$ cat config.mk
export PLATFORM = sky130hd
export DESIGN_NAME = rxflag_reg
export DESIGN_NICKNAME = d
export VERILOG_FILES = /design/src/rtl/rxflag_pkg.sv /design/src/rtl/rxflag_event_cell.sv /design/src/rtl/rxflag_status_track.sv /design/src/rtl/rxflag_irq_ctl.sv /design/src/rtl/rxflag_reg.sv
export SDC_FILE = /design/constraint.sdc
export NUM_CORES = 1
export LEC_CHECK = 0
export BUFFER_PORTS_ARGS = -buffer_cell sky130_fd_sc_hd__buf_2
export CAP_MARGIN = 20
export CORE_MARGIN = 2
export CORE_UTILIZATION = 35
export DETAILED_ROUTE_END_ITERATION = 8
export GPL_TIMING_DRIVEN = 0
export PLACE_DENSITY = 0.75
export SLEW_MARGIN = 25
export SYNTH_ARGS = -nofsm -noshare
export SYNTH_HDL_FRONTEND = slang
export SYNTH_SLANG_ARGS = --single-unit
$ cat constraint.sdc
create_clock -name clk -period 1.2 [get_ports clk]
set_clock_uncertainty 0.15 [all_clocks]
set_input_delay 0.18 -clock clk [delete_from_list [all_inputs] [get_ports clk]]
set_output_delay 0.18 -clock clk [all_outputs]
set_load 0.03 [all_outputs]
$ cat src/rtl/rxflag_pkg.sv
// Package: shared bit positions and helpers for the receiver flag register.
// Assumes an 8-bit register with 2-bit receiver and transmitter status fields.
package rxflag_pkg;
    localparam int REG_W    = 8;
    localparam int STAT_W   = 2;
    localparam int NUM_EVT  = 4;
    // Bit positions that software decodes
    localparam int POS_WAKE = 7;
    localparam int POS_STCH = 6;
    localparam int POS_RS   = 4;
    localparam int POS_TS   = 2;
    localparam int POS_OVR  = 1;
    localparam int POS_RXF  = 0;
    localparam logic [REG_W-1:0] EVT_MASK = 8'hC3;

    // Event index order used inside the block
    typedef enum int {
        EV_RXF  = 0,
        EV_OVR  = 1,
        EV_STCH = 2,
        EV_WAKE = 3
    } evt_idx_e;

    // Map an event index to its register bit position
    function automatic int evt_pos(int idx);
        case (idx)
            EV_RXF:  return POS_RXF;
            EV_OVR:  return POS_OVR;
            EV_STCH: return POS_STCH;
            default: return POS_WAKE;
        endcase
    endfunction
endpackage

$ cat src/rtl/rxflag_event_cell.sv
// Module: one write-one-to-clear event flag.
// Assumes set_evt is the live cause; a set overrides a clear in the same
// cycle, and hold_zero (initialization mode) overrides both.
module rxflag_event_cell (
    input  logic clk,
    input  logic rst_n,
    input  logic hold_zero,
    input  logic set_evt,
    input  logic clr_req,
    output logic flag_q
);
    // Flag state: reset/hold first, then set, then clear
    always_ff @(posedge clk) begin
        if (!rst_n || hold_zero) begin
            flag_q <= 1'b0;
        end else if (set_evt) begin
            flag_q <= 1'b1;
        end else if (clr_req) begin
            flag_q <= 1'b0;
        end
    end
endmodule

$ cat src/rtl/rxflag_status_track.sv
// Module: captures receiver/transmitter status levels and reports a change.
// Assumes the levels are synchronous to clk; capture continues in all modes.
module rxflag_status_track #(
    parameter int STAT_W = 2
) (
    input  logic              clk,
    input  logic              rst_n,
    input  logic [STAT_W-1:0] rx_stat,
    input  logic [STAT_W-1:0] tx_stat,
    output logic [STAT_W-1:0] rx_q,
    output logic [STAT_W-1:0] tx_q,
    output logic              changed
);
    // Capture both levels every cycle
    always_ff @(posedge clk) begin
        if (!rst_n) begin
            rx_q <= '0;
            tx_q <= '0;
        end else begin
            rx_q <= rx_stat;
            tx_q <= tx_stat;
        end
    end

    // A difference from the captured value marks a status change
    always_comb begin
        changed = (rx_stat != rx_q) || (tx_stat != tx_q);
    end
endmodule

$ cat src/rtl/rxflag_irq_ctl.sv
// Module: interrupt-enable register and interrupt request combiner.
// Assumes only the event flag positions carry enables; others read zero.
module rxflag_irq_ctl #(
    parameter int                 REG_W = 8,
    parameter logic [REG_W-1:0]   MASK  = 8'hC3
) (
    input  logic             clk,
    input  logic             rst_n,
    input  logic             wr_en,
    input  logic [REG_W-1:0] wdata,
    input  logic [REG_W-1:0] flags,
    output logic [REG_W-1:0] en_q,
    output logic             irq
);
    // Enable register, writable at any time
    always_ff @(posedge clk) begin
        if (!rst_n) begin
            en_q <= '0;
        end else if (wr_en) begin
            en_q <= wdata & MASK;
        end
    end

    // Request when any enabled flag is set
    always_comb begin
        irq = |(flags & en_q);
    end
endmodule

$ cat src/rtl/rxflag_reg.sv
// Module: receiver status flag register top.
// Assumes CPU strobes and event inputs are synchronous to clk; flags are
// write-one-to-clear and gated by the initialization handshake.
module rxflag_reg (
    input  logic       clk,
    input  logic       rst_n,
    input  logic       wake_evt,
    input  logic       ovr_evt,
    input  logic       rxfull_evt,
    input  logic [1:0] rx_stat,
    input  logic [1:0] tx_stat,
    input  logic       init_req,
    input  logic       init_ack,
    input  logic       cpu_wr_flag,
    input  logic       cpu_wr_en,
    input  logic [7:0] cpu_wdata,
    output logic [7:0] flag_rdata,
    output logic [7:0] enable_rdata,
    output logic       irq
);
    import rxflag_pkg::*;

    logic                init_active;
    logic                wr_open;
    logic                stat_changed;
    logic [STAT_W-1:0]   rx_view;
    logic [STAT_W-1:0]   tx_view;
    logic [NUM_EVT-1:0]  evt_set;
    logic [NUM_EVT-1:0]  evt_flag;

    // Handshake decode: hold in reset versus write permission
    always_comb begin
        init_active = init_req && init_ack;
        wr_open     = !init_req && !init_ack;
    end

    // Event causes in internal index order
    always_comb begin
        evt_set          = '0;
        evt_set[EV_RXF]  = rxfull_evt;
        evt_set[EV_OVR]  = ovr_evt;
        evt_set[EV_STCH] = stat_changed;
        evt_set[EV_WAKE] = wake_evt;
    end

    rxflag_status_track #(.STAT_W(STAT_W)) u_track (
        .clk     (clk),
        .rst_n   (rst_n),
        .rx_stat (rx_stat),
        .tx_stat (tx_stat),
        .rx_q    (rx_view),
        .tx_q    (tx_view),
        .changed (stat_changed)
    );

    for (genvar g = 0; g < NUM_EVT; g++) begin : g_flag
        logic clr_bit;
        // Clear request for this flag from a permitted CPU write
        always_comb begin
            clr_bit = cpu_wr_flag && wr_open && cpu_wdata[evt_pos(g)];
        end
        rxflag_event_cell u_cell (
            .clk       (clk),
            .rst_n     (rst_n),
            .hold_zero (init_active),
            .set_evt   (evt_set[g]),
            .clr_req   (clr_bit),
            .flag_q    (evt_flag[g])
        );
    end

    // Assemble the software-visible word
    always_comb begin
        flag_rdata                      = '0;
        flag_rdata[POS_WAKE]            = evt_flag[EV_WAKE];
        flag_rdata[POS_STCH]            = evt_flag[EV_STCH];
        flag_rdata[POS_RS+STAT_W-1:POS_RS] = rx_view;
        flag_rdata[POS_TS+STAT_W-1:POS_TS] = tx_view;
        flag_rdata[POS_OVR]             = evt_flag[EV_OVR];
        flag_rdata[POS_RXF]             = evt_flag[EV_RXF];
    end

    rxflag_irq_ctl #(.REG_W(REG_W), .MASK(EVT_MASK)) u_irq (
        .clk   (clk),
        .rst_n (rst_n),
        .wr_en (cpu_wr_en),
        .wdata (cpu_wdata),
        .flags (flag_rdata),
        .en_q  (enable_rdata),
        .irq   (irq)
    );
endmodule

== Word level (Yosys, flattened, before mapping) ==
Index checks and enable logic that the tools add are counted.

* Word-level logic and storage cells: 35
* Bits in registers: 12

* Reduce and logical (&&, ||, !) cells: 17
* Bitwise logic cells: 1
* Multiplexer cells: 8
* Equality and inequality tests: 2

{| class="wikitable"
|+ Operators by type and width
! cell !! count
|-
| AND 8 bit || 1
|-
| two-way mux 1 bit || 8
|-
| nonzero test 2 bit || 4
|-
| OR reduction 8 bit || 1
|-
| logical AND 1 bit || 7
|-
| != test 2 bit || 2
|-
| logical NOT 1 bit || 3
|-
| logical OR 1 bit || 2
|}

== Depth between registers and ports, before layout ==
Gate-level depths: netlist of run 1.

* Depth after elaboration: 6
* Depth in mapped cells: 3
* Mapped depth without buffers: 3

== Modules after synthesis ==
A second synthesis of run 1 with hierarchy kept.

* Cells, all modules: 55
* Area, all modules: 574.3 um^2

{| class="wikitable"
|+ By module, submodules not included
! module !! cells each !! area each (um^2) !! times used
|-
| rxflag_irq_ctl || 21 || 209.0 || 1
|-
| rxflag_event_cell || 4 || 40.0 || 4
|-
| rxflag_status_track || 13 || 147.6 || 1
|-
| rxflag_reg || 5 || 57.6 || 1
|}

== Least setup slack after synthesis of run 1 ==
Ideal clock, no wire load.

* Kind: register to output
* From: register u_irq.en_q[1]
* To: output port irq
* Setup slack: -0.010 ns
* Data arrival time: 0.880 ns
* Data required time: 0.870 ns
* Stages on the path, launching flop included: 3
* Cells stage by stage: dfxtp_1 > a22oi_1 > nand2_1

* Word-level cells in the longest chain between the ends: 2

{| class="wikitable"
|+ RTL lines
! item !! RTL line !! RTL
|-
| start: declaration || rxflag_irq_ctl.sv:12 || <nowiki>output logic [REG_W-1:0] en_q,</nowiki>
|-
| start signal: assignment || rxflag_irq_ctl.sv:20 || <nowiki>en_q <= wdata & MASK;</nowiki>
|-
| AND 8 bit || rxflag_irq_ctl.sv:26 || <nowiki>irq = |(flags & en_q);</nowiki>
|-
| OR reduction 8 bit || rxflag_irq_ctl.sv:26 ||
|-
| end: declaration || rxflag_reg.sv:19 || <nowiki>output logic irq</nowiki>
|}

No other way between the ends.

== Worst setup path in the final report of run 1 ==
* From: register u_irq.en_q[7]
* To: output port irq

Same word-level chain as after synthesis.

==> out/qor.yml, run 1 <==
crit_required_ps: 870
n_fill_cell: 120
grt_pass1_wl_um: 1850
synth_largest_area_cell: "dfxtp_1"
min_path_type: "primary input to flop"
die_x_um: 43.6
rrSetupSlack_ps: 180
hold_ws_ps: 40.4
clock-sinks: 12
synth_area_leaders: "dfxtp_1 44%, buf_4 11%, mux2i_1 7.3%"
violations: "negative setup slack"
boundaryPins: 38
arrival_ps: 1010
period_share: 1.11
cts_buffers: 3
drtIter0Drc: 1
vias: 491
setup_viol: 1
diodes: 0
setup_ws_ps: -136
antenna_found_initial: 0
nets: 117
ys_ff_latch: 12
final_cells: 111
htreeDepth: 1
grt_setup_unrepaired: "true"
fmax_mhz: 748
start_util: 0.369
maxSlewViolCount: 0
power_leakage_nw: 0.441
clock_path_buffers: 2
grt_use_met2: 0.232
synthCells: 52
grt_max_degree: 10
path_class: "flop to output port"
clk_latency_ps: 270
final_antenna_net_count: 0
cts_tree: "yes"
fp.dieH_um: 43.6
r2r_start: "u_track.rx_q[0]"
crit_chain: "a22oi_1 -> nand2_1 -> buf_6"
min_path_cells: 3
status: "finished with violations"
port_buffers: 28
worstReg2RegEnd: "g_flag[2].u_cell.flag_q"
synth.distinct_cells: 15
irDropWorstVdd_v: 0.000919
overflow: 0
grt_use_met3: 0.0750
yosysWarningCount: 0
drc: 0
grt-busiest-layer: "met2"
ctsRootBufferMaster: "clkbuf_4"
post-route-min-period_ps: 1340
viasPerCell: 4.42
hold_viol: 0
dieArea_um2: 1900
use_met1: 0.152
drtPass1Iterations: 2
dp.cells: 99
min_from: "cpu_wdata[0]"
gp_congestion: 0.663
syn_area_per_cell_um2: 10.6
dp_slack_ps: 86.2
end_kind: "output port"
cp_slowest_cell: "dfxtp_2"
num_rows: 14
path_clk_slew_ps: 80
ys_seq_area_frac: 0.437
routedWlPerCell_um: 10.8
area_delta_synth_final_pct: 67.4
core_um2: 1490
cap_violations: 0
synth_top_area_frac: 0.437
drt-total-wl_um: 1200
min_to: "u_irq.en_q[0]"
ff2ff_path_depth: 3
slowest_delay_ps: 330
first_global_vias: 448
drive_gt1_frac: 0.547
grt_usage: 0.136
syn_area_um2: 549
timing.setup.tns_ps: -136
start_kind: "flop"
cp_max_fo: 2
utilization: 0.618
power.density_nw_per_um2: 1130
==> layout by cell type (no fill, tap or decap), types with 5 or more instances in the layout <==
cell           Yosys  final
buf_4              8      8
dfxtp_2            0      7
buf_2              0     16
clkbuf_4           0      5
dlygate4sd3_1      0      7
dfxtp_1           12      5
buf_6              0     11
==> worst max path at each step <==
stage / to / from / slack, ps
2_1_floorplan: g_flag[2].u_cell.flag_q / u_track.rx_q[0] / 10
3_3_place_gp: g_flag[0].u_cell.flag_q / init_ack / 100
3_5_place_dp: g_flag[0].u_cell.flag_q / init_ack / 90
4_1_cts: irq / u_irq.en_q[1] / -150
5_1_grt: irq / u_irq.en_q[1] / -210
6_report: irq / u_irq.en_q[7] / -140
==> power breakdown <==
group	switching (mW)	total (mW)	internal, mW
combinational	0.133	0.276	0.143
clock	0.136	0.321	0.184
sequential	0.0204	0.447	0.426
total	0.289	1.04	0.754
==> registers in the layout (all words and copies together) (netlist names) <==
register and flops:
u_track.rx_q 2, g_flag.u_cell.flag_q 4, u_irq.en_q 4, u_track.tx_q 2
==> per-stage QoR <==
step / area (um^2) / total power, mW
6_report: 920 / 1.04
4_1_cts: 888 / 1.04
5_1_grt: 920 / 1.11
3_3_place_gp: 723 / 0.669
2_1_floorplan: 563 / 0.602
3_5_place_dp: 723 / 0.673
==> layer usage <==
metal	wire length, um	part of all wire	vias up
met5	0	0	-
met4	0	0	0
met3	128	0.11	0
met2	596	0.50	28
met1	471	0.39	213
li1	-	-	250
==> cells in the mapped netlist (all sizes together) <==
| master | number |
|---|---|
| clkbuf | 1 |
| o21a | 4 |
| buf | 8 |
| nor3b | 1 |
| nand4 | 1 |
| a22oi | 2 |
| mux2i | 4 |
| conb | 1 |
| xnor2 | 4 |
| a21boi | 5 |
| dfxtp | 12 |
| and2 | 4 |
| nand2 | 1 |
| nor2b | 4 |
==> critical path, delay by kind of cell, from the launching register on <==
| kind | cells | cell delay [ps] |
|---|---|---|
| AND/OR/NAND/NOR | 1 | 90 |
| buffers and inverters | 1 | 140 |
| flip-flops | 1 | 330 |
| AO/OA/AOI/OAI | 1 | 170 |
==> layout make-up <==
class / instances / area (um^2) / area share
timing repair buffer: 38 / 297 / 0.322
multi-input combinational: 34 / 260 / 0.283
buffer: 7 / 57.6 / 0.0626
clock buffer: 4 / 36.3 / 0.0395
tap: 16 / 20.0 / 0.0218
sequential: 12 / 249 / 0.271
==> timing repair <==
item,CTS,global route
resized for setup,18,16
setup endpoints to repair,5,12
hold buffers,7,0
hold endpoints to repair,7,0
setup buffers,1,2
pin swaps,3,0
==> cells by family (layout without fill, tap and decap cells) <==
| family | Yosys count | count (layout) | synth area share |
|---|---|---|---|
| flip-flops | 12 | 12 | 0.437 |
| AO/OA/AOI/OAI | 11 | 11 | 0.157 |
| AND/OR/NAND/NOR | 11 | 11 | 0.143 |
| buffers and inverters | 9 | 49 | 0.118 |
| XOR/XNOR | 4 | 4 | 0.0638 |
| multiplexers | 4 | 4 | 0.0729 |
| other | 1 | 4 | 0.00683 |
Note: power is estimated with default switching activity, not from simulation.
==> run 2, diff against run 1 <==
==> constraint.sdc (replaced) <==
create_clock -name clk -period 1.25 [get_ports clk]
set_clock_uncertainty 0.15 [all_clocks]
set_input_delay 0.1875 -clock clk [delete_from_list [all_inputs] [get_ports clk]]
set_output_delay 0.1875 -clock clk [all_outputs]
set_load 0.03 [all_outputs]
==> out/qor.yml, run 2 (synthesized netlist as in run 1, its figures left out) <==
irDropWorstVdd_v: 0.000610  # -34%
crit_chain: "a22oi_2 -> nand2_1 -> buf_6"
diodes: 0  # unchanged
finalPower_uw: 889  # -15%
num_rows: 14  # unchanged
vias: 476  # -3.1%
drc: 0  # unchanged
setup_ws_ps: -73.1  # +63.3 ps
final_design_area_no_fill_um2: 837  # -9.0%
start_kind: "flop"
drtIter0Drc: 2  # +1
final_cells: 108  # -2.7%
hold_ws_ps: 10.1  # -30.3 ps
layout_common_cells: "22 x buf_2, 14 x buf_4, 6 x dfxtp_2, 6 x dfxtp_1, 5 x dlygate4sd3_1"
drive_gt1_frac: 0.554  # +0.00698
start_util: 0.369  # unchanged
power.density_nw_per_um2: 1060  # -6.4%
gp_congestion: 0.695  # +4.8%
top_regs: "g_flag.u_cell.flag_q: 4 flops, u_irq.en_q: 4 flops"
port_buffers: 28  # unchanged
nets: 115  # -1.7%
grt_setup_unrepaired: "true"
arrival_ps: 990  # -20 ps
end_kind: "output port"
setup_viol: 1  # unchanged
period_share: 1.06
clk_latency_ps: 260  # about the same
clock_path_buffers: 2  # unchanged
dp.cells: 99  # unchanged
slowest_delay_ps: 330  # about the same
routedWlPerCell_um: 10.4  # -3.4%
min_path_type: "primary input to flop"
violations: "negative setup slack"
die_x_um: 43.6  # unchanged
cts_buffers: 3  # unchanged
status: "finished with violations"
grt_usage: 0.118  # -0.0178
grt_pass1_wl_um: 1710  # -7.5%
utilization: 0.562  # -0.0555
timing.setup.tns_ps: -73.1  # +63.3 ps
dp_slack_ps: 121  # +34.9 ps
overflow: 0  # unchanged
area_delta_synth_final_pct: 52.4
clock-sinks: 12  # unchanged
antenna_found_initial: 0  # unchanged
cap_violations: 0  # unchanged
drt-total-wl_um: 1120  # -6.0%
first_global_vias: 439  # -2.0%
grt_max_degree: 10  # unchanged
dieArea_um2: 1900  # unchanged
core_um2: 1490  # unchanged
boundaryPins: 38  # unchanged
hold_viol: 0  # unchanged
hpwl_um: 837
viasPerCell: 4.41  # -0.36%
cp_slowest_cell: "dfxtp_2"
ctsRootBufferMaster: "clkbuf_4"
drtPass1Iterations: 2  # unchanged
post-route-min-period_ps: 1320
htreeDepth: 1  # unchanged
cts_tree: "yes"
fp.dieH_um: 43.6  # unchanged
fmax_mhz: 756
n_fill_cell: 141  # +18%
cp_max_fo: 2  # unchanged
dpl-instance-area_um2: 721  # -0.35%
maxSlewViolCount: 0  # unchanged
crit_required_ps: 910  # +40 ps
path_class: "flop to output port"
final_antenna_net_count: 0  # unchanged
path_clk_slew_ps: 70  # about the same
power_leakage_nw: 0.415  # -6.0%
final_common_cell: "buf_2"
run 2: worst paths after layout:
| check | startpoint | end | slack (ps) | cells after the start |
|---|---|---|---|---|
| max | u_irq.en_q[7] | irq | -70 | 3 |
| min | tx_stat[0] | u_track.tx_q[0] | 10 | 2 |
| min reg2reg | u_irq.en_q[1] | u_irq.en_q[1] | 390 | 2 |
| max reg2reg | u_track.rx_q[1] | g_flag[2].u_cell.flag_q | 190 | 3 |
run 2: power by group:
group | switching, mW | internal [mW] | total, mW
sequential | 0.0181 | 0.409 | 0.427
combinational | 0.125 | 0.115 | 0.240
clock | 0.111 | 0.111 | 0.222
run 2: layout make-up:
cell class,instances,area (um^2),share of cell area
buffer,9,65.1,0.0777
clock buffer,3,22.5,0.0269
multi-input combinational,34,265,0.317
sequential,12,248,0.296
tap,16,20.0,0.0239
timing repair buffer,34,216,0.259
run 2: routing by layer:
layer | global-route usage | up-vias | wire length (um)
met2 | 0.194 | 24 | 551
met4 | 0.0364 | 0 | 0
met5 | 0 | - | 0
met3 | 0.0250 | 0 | 115
met1 | 0.155 | 208 | 458
li1 | - | 244 | -
run 2: timing repair:
action | 4_1_cts | 5_1_grt
hold buffers | 5 | 0
gates resized for setup | 10 | 6
endpoints found under the hold margin | 5 | 0
endpoints found under the setup margin | 2 | 6
buffers inserted | 1 | 0
pin swaps | 3 | 1
run 2: worst max-delay path: cells and delay by family (launching register included):
kind            cells  cell delay [ps]
flops               1              330
simple gates        1               90
buf+inv             1              140
compound gates      1              170
==> run 3, diff against run 2 <==
--- a/config.mk
+++ b/config.mk
@@ -7,11 +7,14 @@
 export LEC_CHECK = 0
 export BUFFER_PORTS_ARGS = -buffer_cell sky130_fd_sc_hd__buf_2
 export CAP_MARGIN = 20
+export CELL_PAD_IN_SITES_DETAIL_PLACEMENT = 0
+export CELL_PAD_IN_SITES_GLOBAL_PLACEMENT = 1
 export CORE_MARGIN = 2
-export CORE_UTILIZATION = 35
+export CORE_UTILIZATION = 27
 export DETAILED_ROUTE_END_ITERATION = 8
 export GPL_TIMING_DRIVEN = 0
-export PLACE_DENSITY = 0.75
+export PLACE_DENSITY = 0.8
+export RECOVER_POWER = 100
 export SLEW_MARGIN = 25
 export SYNTH_ARGS = -nofsm -noshare
 export SYNTH_HDL_FRONTEND = slang
==> out/qor.yml, run 3 (synthesized netlist as in run 1, its figures left out) <==
port_buffers: 28  # unchanged
htreeDepth: 1  # unchanged
area_delta_synth_final_pct: 65.6
setup_ws_ps: -78.8  # -5.67 ps
irDropWorstVdd_v: 0.000808  # +33%
antenna_found_initial: 0  # unchanged
grt_setup_unrepaired: "true"
layout_common_cells: "15 x buf_2, 7 x clkbuf_4, 7 x dlygate4sd3_1, 7 x buf_6, 7 x dfxtp_1"
diodes: 0  # unchanged
status: "finished with violations"
viasPerCell: 4.09  # -7.2%
clock_path_buffers: 2  # unchanged
dieArea_um2: 2410  # +27%
drtPass1Iterations: 2  # unchanged
vias: 503  # +5.7%
top_regs: "g_flag.u_cell.flag_q: 4 flops, u_irq.en_q: 4 flops"
cts_tree: "yes"
fp.dieH_um: 49.1  # +13%
grt_usage: 0.117  # -0.00128
drtIter0Drc: 2  # unchanged
dp.cells: 110  # +11%
drive_gt1_frac: 0.510  # -0.0439
hpwl_um: 900  # +7.6%
start_util: 0.283  # -0.0860
power_leakage_nw: 0.427  # +3.0%
final_common_cell: "buf_2"
routedWlPerCell_um: 10.5  # +1.1%
violations: "negative setup slack"
finalPower_uw: 987  # +11%
clock-sinks: 12  # unchanged
drt-total-wl_um: 1290  # +15%
cts_buffers: 3  # unchanged
num_rows: 16  # +2
first_global_vias: 504  # +15%
post-route-min-period_ps: 1330  # +5.67 ps
end_kind: "output port"
start_kind: "flop"
core_um2: 1940  # +30%
grt_max_degree: 10  # unchanged
hold_viol: 0  # unchanged
ctsRootBufferMaster: "clkbuf_4"
path_class: "flop to output port"
min_path_type: "primary input to flop"
overflow: 0  # unchanged
arrival_ps: 990  # about the same
die_x_um: 49.1  # +13%
gp_congestion: 0.673  # -3.1%
crit_required_ps: 910  # about the same
period_share: 1.06  # +0.00453
power.density_nw_per_um2: 1090  # +2.1%
cap_violations: 0  # unchanged
cp_max_fo: 2  # unchanged
grt_pass1_wl_um: 2120  # +24%
fmax_mhz: 753  # -0.43%
setup_viol: 1  # unchanged
drc: 0  # unchanged
clk_latency_ps: 270  # about the same
boundaryPins: 38  # unchanged
n_fill_cell: 206  # +46%
final_cells: 123  # +14%
final_antenna_net_count: 0  # unchanged
path_clk_slew_ps: 80  # about the same
nets: 118  # +2.6%
maxSlewViolCount: 0  # unchanged
run 3: cell count changes in the layout (fill, tap and decap cells not counted), sizes merged:
cell	delta
buf	-10
clkbuf	+12
dlygate4sd3	+2
run 3: layer usage:
metal  wire (um)  GRT usage  vias to the layer above
li1            -          -                      252
met1         483      0.130                      226
met2         686      0.200                       25
met3         124     0.0644                        0
met4           0     0.0143                        0
met5           0          0                        -
run 3: path summary, 6_finish.rpt:
kind,from,end,slack (ps),depth (start not counted)
max reg2reg,u_track.tx_q[0],g_flag[2].u_cell.flag_q,170,3
min reg2reg,u_irq.en_q[6],u_irq.en_q[6],400,2
max,u_irq.en_q[7],irq,-80,3
min,cpu_wdata[6],u_irq.en_q[6],50,3
run 3: final cells by class:
cell class | instances | area [um^2] | area share
Multi-Input combinational cell | 34 | 265 | 0.292
Timing Repair Buffer | 37 | 263 | 0.289
Sequential cell | 12 | 246 | 0.271
Buffer | 9 | 65.1 | 0.0715
Clock buffer | 4 | 36.3 | 0.0399
Tap cell | 27 | 33.8 | 0.0371
run 3: what timing repair did:
| action | CTS | global route |
|---|---|---|
| setup buffers | 2 | 0 |
| endpoints found under the setup margin | 5 | 7 |
| pin swaps | 2 | 0 |
| hold buffers | 7 | 0 |
| resized for setup | 11 | 13 |
| hold endpoints to repair | 7 | 0 |
run 3: per-stage QoR:
step           instance area (um^2)   util  hold WS (ps)  setup TNS, ps  setup WS, ps
4_1_cts                         886  0.456          41.2          -91.3         -91.3
2_1_floorplan                   561      -           159              0          33.0
3_5_place_dp                    734  0.378           252              0           124
5_1_grt                         910  0.468          51.3           -194          -148
3_3_place_gp                    734  0.378           247              0           132
6_report                        910  0.468          48.9          -78.8         -78.8
run 3: critical path, stage by stage, from the launching register on:
cell	delay, ps
dfxtp_2	330
a22oi_2	170
nand2_1	80
buf_6	140
run 3: power breakdown:
| part | internal, mW | total (mW) | switching (mW) |
|---|---|---|---|
| clock | 0.177 | 0.303 | 0.126 |
| sequential | 0.408 | 0.427 | 0.0184 |
| combinational | 0.127 | 0.257 | 0.130 |
